$ cat src/rtl/stopclk_pkg.sv
package stopclk_pkg;
  typedef enum logic [1:0] {
    CORE_RUN   = 2'b00,
    CORE_HALT  = 2'b01,
    CORE_GRANT = 2'b10
  } core_st_e;

  typedef enum logic [1:0] {
    SEQ_IDLE,
    SEQ_ACK,
    SEQ_WAIT,
    SEQ_GRANT
  } seq_st_e;
endpackage

$ cat src/rtl/stopclk_sync.sv
module stopclk_sync #(
  parameter int STAGES = 2
) (
  input  logic clk,
  input  logic rst_n,
  input  logic d,
  output logic q
);
  logic [STAGES-1:0] sh;

  always_ff @(posedge clk or negedge rst_n) begin
    if (!rst_n) sh <= '0;
    else        sh <= {sh[STAGES-2:0], d};
  end

  assign q = sh[STAGES-1];
endmodule

$ cat src/rtl/stopclk_core_track.sv
module stopclk_core_track
  import stopclk_pkg::*;
(
  input  logic       clk,
  input  logic       rst_n,
  input  logic       halt_enter,
  input  logic       wake,
  input  logic       grant_enter,
  input  logic       grant_exit,
  output logic [1:0] st_o
);
  core_st_e st;
  logic     saved_halt;

  always_ff @(posedge clk or negedge rst_n) begin
    if (!rst_n) begin
      st         <= CORE_RUN;
      saved_halt <= 1'b0;
    end else if (grant_enter) begin
      saved_halt <= (st == CORE_HALT);
      st         <= CORE_GRANT;
    end else if (grant_exit) begin
      st <= saved_halt ? CORE_HALT : CORE_RUN;
    end else if (st != CORE_GRANT) begin
      if (wake)            st <= CORE_RUN;
      else if (halt_enter) st <= CORE_HALT;
    end
  end

  assign st_o = st;

  assert_grant_hold_R7: assert property (@(posedge clk) disable iff (!rst_n)
    (st == CORE_GRANT && !grant_exit) |=> (st == CORE_GRANT));

  assert_exit_leaves_R5: assert property (@(posedge clk) disable iff (!rst_n)
    grant_exit |=> (st != CORE_GRANT));
endmodule

$ cat src/rtl/stopclk_seq.sv
module stopclk_seq
  import stopclk_pkg::*;
#(
  parameter int N_DIES      = 2,
  parameter int GRANT_DELAY = 4,
  parameter int MAX_WINDOW  = 20
) (
  input  logic              clk,
  input  logic              rst_n,
  input  logic              req_s,
  input  logic              rsp_strobe,
  output logic [N_DIES-1:0] ack_req,
  output logic              stop_grant,
  output logic              grant_enter,
  output logic              grant_exit,
  output logic              proto_err
);
  localparam int CNT_W = $clog2(MAX_WINDOW + 1);
  localparam int DIE_W = (N_DIES > 1) ? $clog2(N_DIES) : 1;
  localparam logic [CNT_W-1:0] CNT_LAST = CNT_W'(GRANT_DELAY - 1);
  localparam logic [DIE_W-1:0] DIE_LAST = DIE_W'(N_DIES - 1);

  seq_st_e          st;
  logic [CNT_W-1:0] cnt;
  logic [DIE_W-1:0] die_idx;
  logic             early_rel;

  assign early_rel   = !req_s && (st == SEQ_ACK || st == SEQ_WAIT);
  assign grant_enter = (st == SEQ_WAIT) && req_s && (cnt == CNT_LAST);
  assign grant_exit  = (st == SEQ_GRANT) && !req_s;
  assign proto_err   = early_rel;
  assign stop_grant  = (st == SEQ_GRANT);

  always_ff @(posedge clk or negedge rst_n) begin
    if (!rst_n) begin
      st      <= SEQ_IDLE;
      cnt     <= '0;
      die_idx <= '0;
    end else begin
      unique case (st)
        SEQ_IDLE: if (req_s) begin
          st      <= SEQ_ACK;
          die_idx <= '0;
        end
        SEQ_ACK: begin
          if (!req_s) st <= SEQ_IDLE;
          else if (rsp_strobe) begin
            cnt <= '0;
            if (die_idx == DIE_LAST) st <= SEQ_WAIT;
            else die_idx <= die_idx + 1'b1;
          end
        end
        SEQ_WAIT: begin
          if (!req_s) st <= SEQ_IDLE;
          else if (cnt == CNT_LAST) st <= SEQ_GRANT;
          else cnt <= cnt + 1'b1;
        end
        SEQ_GRANT: if (!req_s) st <= SEQ_IDLE;
        default: st <= SEQ_IDLE;
      endcase
    end
  end

  for (genvar d = 0; d < N_DIES; d++) begin : g_ack
    assign ack_req[d] = (st == SEQ_ACK) && (die_idx == DIE_W'(d));
  end

  initial begin
    assert_delay_param_R3: assert (GRANT_DELAY >= 1 && GRANT_DELAY <= MAX_WINDOW)
      else $error("grant delay out of range");
  end

  assert_ack_single_R2: assert property (@(posedge clk) disable iff (!rst_n)
    $onehot0(ack_req));

  assert_window_R3: assert property (@(posedge clk) disable iff (!rst_n)
    (st == SEQ_WAIT) |-> (cnt < CNT_W'(MAX_WINDOW)));

  assert_no_ack_in_grant_R2: assert property (@(posedge clk) disable iff (!rst_n)
    stop_grant |-> (ack_req == '0));

  assert_early_release_R6: assert property (@(posedge clk) disable iff (!rst_n)
    proto_err |=> (!stop_grant && ack_req == '0 && !proto_err));
endmodule

$ cat src/rtl/stopclk_err.sv
module stopclk_err (
  input  logic clk,
  input  logic rst_n,
  input  logic in_grant,
  input  logic grant_exit,
  input  logic bus_err_evt,
  output logic err_pending,
  output logic err_service
);
  logic pend_q, svc_q;

  always_ff @(posedge clk or negedge rst_n) begin
    if (!rst_n) begin
      pend_q <= 1'b0;
      svc_q  <= 1'b0;
    end else begin
      if (grant_exit) pend_q <= 1'b0;
      else if (bus_err_evt && in_grant) pend_q <= 1'b1;
      svc_q <= (bus_err_evt && (!in_grant || grant_exit)) || (grant_exit && pend_q);
    end
  end

  assign err_pending = pend_q;
  assign err_service = svc_q;

  assert_pend_only_in_grant_R8: assert property (@(posedge clk) disable iff (!rst_n)
    err_pending |-> in_grant);

  assert_pend_released_R8: assert property (@(posedge clk) disable iff (!rst_n)
    (grant_exit && err_pending) |=> (err_service && !err_pending));

  assert_no_service_inside_R8: assert property (@(posedge clk) disable iff (!rst_n)
    (in_grant && !grant_exit) |=> !err_service);
endmodule

$ cat src/rtl/stopclk_ctrl.sv
module stopclk_ctrl
  import stopclk_pkg::*;
#(
  parameter int N_CORES     = 4,
  parameter int N_DIES      = 2,
  parameter int GRANT_DELAY = 4,
  parameter int MAX_WINDOW  = 20,
  parameter int SYNC_STAGES = 2
) (
  input  logic                 clk,
  input  logic                 rst_n,
  input  logic                 stop_req_n,
  input  logic [N_CORES-1:0]   core_halt_enter,
  input  logic [N_CORES-1:0]   core_wake,
  input  logic                 rsp_strobe,
  input  logic                 bus_err_evt,
  output logic [N_DIES-1:0]    ack_req,
  output logic                 stop_grant,
  output logic [2*N_CORES-1:0] core_state,
  output logic                 proto_err,
  output logic                 err_pending,
  output logic                 err_service
);
  localparam logic [2*N_CORES-1:0] ALL_GRANT = {N_CORES{CORE_GRANT}};

  logic req_s, grant_enter, grant_exit;

  stopclk_sync #(.STAGES(SYNC_STAGES)) u_sync (
    .clk(clk), .rst_n(rst_n), .d(!stop_req_n), .q(req_s)
  );

  stopclk_seq #(
    .N_DIES(N_DIES), .GRANT_DELAY(GRANT_DELAY), .MAX_WINDOW(MAX_WINDOW)
  ) u_seq (
    .clk(clk), .rst_n(rst_n), .req_s(req_s), .rsp_strobe(rsp_strobe),
    .ack_req(ack_req), .stop_grant(stop_grant), .grant_enter(grant_enter),
    .grant_exit(grant_exit), .proto_err(proto_err)
  );

  for (genvar c = 0; c < N_CORES; c++) begin : g_core
    stopclk_core_track u_core (
      .clk(clk), .rst_n(rst_n),
      .halt_enter(core_halt_enter[c]), .wake(core_wake[c]),
      .grant_enter(grant_enter), .grant_exit(grant_exit),
      .st_o(core_state[2*c +: 2])
    );
  end

  stopclk_err u_err (
    .clk(clk), .rst_n(rst_n), .in_grant(stop_grant), .grant_exit(grant_exit),
    .bus_err_evt(bus_err_evt), .err_pending(err_pending), .err_service(err_service)
  );

  assert_all_granted_R4: assert property (@(posedge clk) disable iff (!rst_n)
    stop_grant |-> (core_state == ALL_GRANT));

  assert_grant_needs_cores_R4: assert property (@(posedge clk) disable iff (!rst_n)
    $rose(stop_grant) |-> $past(ack_req) == '0);
endmodule

$ cat config.mk
export PLATFORM = sky130hd
export DESIGN_NAME = stopclk_ctrl
export DESIGN_NICKNAME = d
export VERILOG_FILES = /design/src/rtl/stopclk_pkg.sv /design/src/rtl/stopclk_sync.sv /design/src/rtl/stopclk_core_track.sv /design/src/rtl/stopclk_seq.sv /design/src/rtl/stopclk_err.sv /design/src/rtl/stopclk_ctrl.sv
export SDC_FILE = /design/constraint.sdc
export NUM_CORES = 1
export LEC_CHECK = 0
export BUFFER_PORTS_ARGS = -buffer_cell sky130_fd_sc_hd__buf_2
export CORE_MARGIN = 4
export CORE_UTILIZATION = 53
export DETAILED_ROUTE_END_ITERATION = 10
export GPL_ROUTABILITY_DRIVEN = 0
export PLACE_DENSITY = 0.78
export SYNTH_ARGS = -nofsm -noshare
export SYNTH_HDL_FRONTEND = slang
export SYNTH_SLANG_ARGS = --single-unit
$ cat constraint.sdc
create_clock -name clk -period 2.4 [get_ports clk]
set_input_delay 0.24 -clock clk [delete_from_list [all_inputs] [get_ports clk]]
set_output_delay 0.24 -clock clk [all_outputs]
set_load 0.005 [all_outputs]
# After elaboration in Yosys (flattened, before gate mapping)
# Cells that the tools add are included.
# classes
mux,44
bitwise,1
n_mul,0
div_mod_pow,0
shifts,0
n_reduce_logical,34
n_addsub,2
n_lt_le_gt_ge,0
eq_ne,21
# ops
cell,n
two-way mux 2 bit,27
two-way mux 5 bit,4
inequality test 2 bit (second input constant),10
nonzero test 4 bit,4
nonzero test 3 bit,4
equality test 2 x 1 -> 1 bit (second input constant),5
two-way mux 1 bit,10
case mux 5 bit (2 select lines),1
AND reduction 5 bit,2
logical AND 1 bit,9
case mux 2 bit (4 select lines),1
AND reduction 2 bit,4
inequality test 3 bit (second input constant),2
nonzero test 2 bit,3
adder 5 x 1 -> 5 bit (second input constant),1
equality test 5 x 2 -> 1 bit (second input constant),1
equality test 2 bit (second input constant),2
AND reduction 4 bit,1
zero test 1 bit,3
logical OR 1 bit,3
inequality test 3 x 2 -> 1 bit (second input constant),1
zero test 2 bit,1
case mux 1 bit (2 select lines),1
adder 1 bit (second input constant),1
NOT 1 bit,1
# totals
out_inout_bits,14
regBits,24
romBits,0
latch_bits,0
n_memories,0
ram_bits,0

# Depth between registers and ports, before layout
# logic_depth
ltp_word,5
ltp_mapped,6
mapped_depth_nobuf,5

# Modules after synthesis
# A second synthesis with hierarchy kept.
# unflattened
cells_unflattened,129
hier_area_um2,1243.7
# modules_own_cells
module,cells_each,instances,area_each_um2
stopclk_seq,63,1,596.8
stopclk_core_track,14,4,130.1
stopclk_err,7,1,72.6
stopclk_sync,2,1,50.0
stopclk_ctrl,1,1,3.8

# Least setup slack after synthesis
# OpenSTA, ideal clock, no wires.
# synth_timing
kind,register -> register
startpoint,register u_seq.st[0]
endpoint,register g_core[0].u_core.saved_halt
slack_ns,0.705
period_less_slack_ns,1.695
required_ns,2.273
path_buffers,2
path_stages_with_launch,7
arrival_time_ns,1.567
cell_sequence,dfrtp_1 -> inv_1 -> ha_1 -> clkbuf_1 -> and3_4 -> buf_6 -> mux2_1
# synth_via
elab_chain_len,3
# synth_rtl
element,line,rtl
from (decl),stopclk_seq.sv:23,seq_st_e st;
from (signal assigned),stopclk_seq.sv:36,st <= SEQ_IDLE;
from (signal assigned),stopclk_seq.sv:42,st <= SEQ_ACK;
from (signal assigned),stopclk_seq.sv:46,if (!req_s) st <= SEQ_IDLE;
equality test 2 bit,stopclk_seq.sv:29,assign grant_enter = (st == SEQ_WAIT) && req_s && (cnt == CNT_LAST);
logical AND 1 bit (2 in a row),stopclk_seq.sv:29,
to (signal assigned),stopclk_core_track.sv:20,saved_halt <= (st == CORE_HALT);
to (decl),stopclk_core_track.sv:13,logic saved_halt;
# Every way passes these cells.
# A chain may end at the register's enable or synchronous reset.

# Final worst setup path
# layout_timing
startpoint,register u_seq.st[0]
endpoint,register u_seq.cnt[0]
# layout_via
elab_chain_len,3
word_cells_on_any_way,9
# layout_rtl
element,line,rtl
equality test 2 bit / equality test 2 x 1 -> 1 bit (equally long branches),stopclk_seq.sv:40,unique case (st)
inequality test 2 bit (no source line) / nonzero test 2 bit (equally long branches),-,
AND reduction 5 bit (no source line),-,
to (signal assigned),stopclk_seq.sv:56,else cnt <= cnt + 1'b1;
to (decl),stopclk_seq.sv:24,logic [CNT_W-1:0] cnt;
# Several ways; a longest one is shown, not always the timed one.

==> summary.md <==
| Metric | Value |
|---|---|
| Power, Total | between 1 and 1.5 mW |
| Switching power | about 400 uW |
| Via density per instance | about 5.5 |
| Internal power | 720 uW |
| Final core occ | 64.5% |
| Largest cells by area after synthesis | dfrtp_1 47%, ha_1 5.9%, nor2b_1 5.4% |
| DP Area | approximately 0.0014 mm2 |
| Sequential share of power | between 40 and 50% |
| Pin slew with the least headroom to its limit | ~520 ps |
| Syn_nets | about 140 |
| # IOs | 27 |
| R2R depth | 5 |
| Cell area after layout | about 0.0015 mm2 |
| Largest net degree at the start of global routing | 25 |
| Slew Limit Fails | 0 |
| Worst hold path class | input pin to flop |
| Number of global-route vias before repair | 999 |
| # setup viols final | 0 |
| CTS buffer count | 3 |
| R2R Setup Slk | between 400 and 500 ps |
| Final TNS setup | 0 ps |
| Share of cells above drive strength 1 | 24.5% |
| Reg2reg start | u_seq.st[0] |
| Starting DRT DRC Count | 20 |
| Worst Setup SP | u_seq.st[0] |
| Pwr dens | approximately 770 mW/mm2 |
| Remaining DRCs | 0 |
| H-tree lvl count | 1 |
| Die Area | roughly 0.0033 mm2 |
| Clock network fraction of total power | about 15% |
| Max-cap violation count | 0 |
| Synth Area in XOR/XNOR | 0% |
| YS warnings | 0 |
| Crit path time final | roughly 1900 ps |
| CP max FO | 11 |
| First-pass GRT wire length | roughly 4400 um |
| Synth Area in Compound Gates | 16.3% |
| DRT Pass-1 Iters | 4 |
| Final hold violations | 0 |
| Mux contribution to synthesized area | under 10% |
| Hold WS | 63.5 ps |
| CP max stage cell | dfrtp_1 |
| Max Fclk | between 500 and 600 MHz |
| Synth Instances | around 130 |
| Post CTS Setup Buffer Count | 0 |
| N_diodes | 0 |
| Lkg Pwr | 0.714 nW |
| Critical Path, Cell by Cell | inv_1, ha_1, mux2i_1, nand2b_1, o311ai_0 |
| Synth Area in Simple Gates | 19.3% |
| Unique masters post-synth | 31 |
| Post-cts resize count | 0 |
| Die H | approximately 57 um |
| Clk root buf | clkbuf_4 |
| Combinational fraction of design power | a little under two fifths |
| CTS max path bufs | 2 |
| FP Rows | 17 |
| RSZ-0062 raised after global routing | no |
| Post-placement cell count | ~180 |
| Worst endpoint required time | ~2600 ps |
| Clk_lat worst skew | about 300 ps |
| Dpl hpwl | 1930 um |
| Critical Path Max Stage Delay | about 420 ps |
| CTS tree | done |
| Initial antenna violation count | 0 |
| Slew HR | roughly 66% |
| Synthesized-area fraction occupied by adder cells | around 6% |
| Final wirelength | 2540 um |
| Yosys top cell by area | dfrtp_1 |
| Area share of the leading cell type in the synthesized netlist | about 47% |
| Seq/Total Area, Yosys | between 40 and 50% |
| GRT overflow | 0 |
| CP endpoint | u_seq.cnt[0] |
| Wire per inst | roughly 14 um |
| Starting density of the core | 56.8% |
| Port buffer count | 26 |
| Gr usage total | 16.7% |
| P&R area growth vs syn | 13.6% |
| Critical Path Start Type | flop |
| Final #Nets | 172 |
| CTS Sinks | 24 |
| Syn avg cell area | between 10 and 15 um2 |
| Core ar. | around 0.0023 mm2 |
| Crit path DAT | around 2100 ps |
| Max VDD drop | roughly 550 uV |
| Final setup margin | ~480 ps |
| Clock transition at the registers of the reported paths | roughly 120 ps |
| DP Worst Slack | between 500 and 600 ps |
| Vias | around 980 |
| Crit share post-route | between 80% and 90% |
| Post-route ant nets | 0 |
| Seq cells post-synth | 24 |
| Cell Area, Synth | between 0.001 and 0.0015 mm2 |
| Status | complete, no violations |
| Fillers | just under 200 |
| Critical path type | flop to flop |
| Endpoint class of the critical path | flop |
| Fin cells | between 150 and 200 |
| Largest family of logic cells by synthesized area | simple AND/OR/NAND/NOR gates |
| Sw frac | between 30% and 40% |
| R2r endpoint | u_seq.cnt[0] |
| Die W | between 50 and 60 um |
| Clock skew | 7.27 ps |
[registers in the layout, indices dropped and copies added (netlist names)]
name,cells
u_err.err_service,1
g_core.u_core.saved_halt,4
u_seq.die_idx,1
u_seq.cnt,5
g_core.u_core.st_o,8
u_seq.st,2
u_sync.sh,2
u_err.err_pending,1
[placed cells by master, fill, tap and decap left out, types with 3 or more instances in the layout]
cell type and instances:
a21oi_1 10, nor2_1 3, nand2_1 12, dfrtp_1 24, nand2b_1 5, a31o_2 4
clkbuf_4 3, nand3_1 3, ha_1 6, buf_2 26, nor2b_1 11, o21ai_0 6
inv_1 8, o211ai_1 5, mux2i_1 5
[worst min path at each step]
stage | start | endpoint | slack, ps | cells after the start
finish | stop_req_n | u_sync.sh[0] | 60 | 2
global placement | rst_n | u_err.err_service | 250 | 1
floorplan | rst_n | g_core[0].u_core.saved_halt | -60 | 0
global route | stop_req_n | u_sync.sh[0] | 50 | 2
CTS | stop_req_n | u_sync.sh[0] | 50 | 2
detailed placement | rst_n | u_seq.die_idx | 250 | 1
[layer usage]
layer  up-vias  global-route usage, %  part of all wire [%]
met5         -                      0                     0
li1        494                      -                     -
met4         0                   4.97                  0.67
met3         2                   2.71                   4.4
met2        22                   29.9                    51
met1       464                   20.7                    43
[logic make-up after synthesis]
family	count (synthesis)
AO/OA/AOI/OAI	32
adder cells (fa/ha/maj)	6
buffers and inverters	12
flip-flops	24
multiplexers	9
AND/OR/NAND/NOR	42
[timing repair]
item	4_1_cts	5_1_grt
endpoints found under the hold margin	24	0
hold buffers	1	0
endpoints found under the setup margin	0	0
[cell usage after synthesis (all sizes together)]
library cell and count:
or3 1, a21oi 10, a211oi 1, nor2b 11, nand2b 5, nor3 1
clkbuf 2, and2 2, nor4b 1, and3 1, nand2 12, mux2i 5
o21ai 6, a21boi 2, o211ai 5, nor2 3, mux2 4, or4 1
inv 8, a31o 4, o31ai 1, nand3 3, nand4b 1, o221ai 1
ha 6, o311ai 2, dfrtp 24, buf 2
[critical path: cells and delay by family, from the launching register on]
| kind | cells | cell delay [ps] |
|---|---|---|
| flops | 1 | 420 |
| compound gates | 1 | 400 |
| fa+ha+maj | 1 | 380 |
| mux | 1 | 250 |
| simple gates | 1 | 230 |
| buf+inv | 1 | 130 |
[cell type report]
class                      count  area, um2  area share, %
tap                           28       35.0           2.41
inverter                       8       30.0           2.07
sequential                    24        601           41.3
multi-input combinational     89        626           43.0
clock buffer                   3       22.5           1.55
timing repair buffer          27        140           9.64
[power groups by stage]
| stage | registers, mW | clock network [mW] | logic, mW |
|---|---|---|---|
| final | 0.526 | 0.169 | 0.425 |
| after global routing | 0.537 | 0.196 | 0.477 |
| after CTS | 0.525 | 0.178 | 0.429 |
| after detailed placement | 0.534 | 0 | 0.425 |
| after global placement | 0.526 | 0 | 0.404 |
| after floorplan | 0.521 | 0 | 0.293 |
Note: power is estimated with default switching activity, not from simulation.
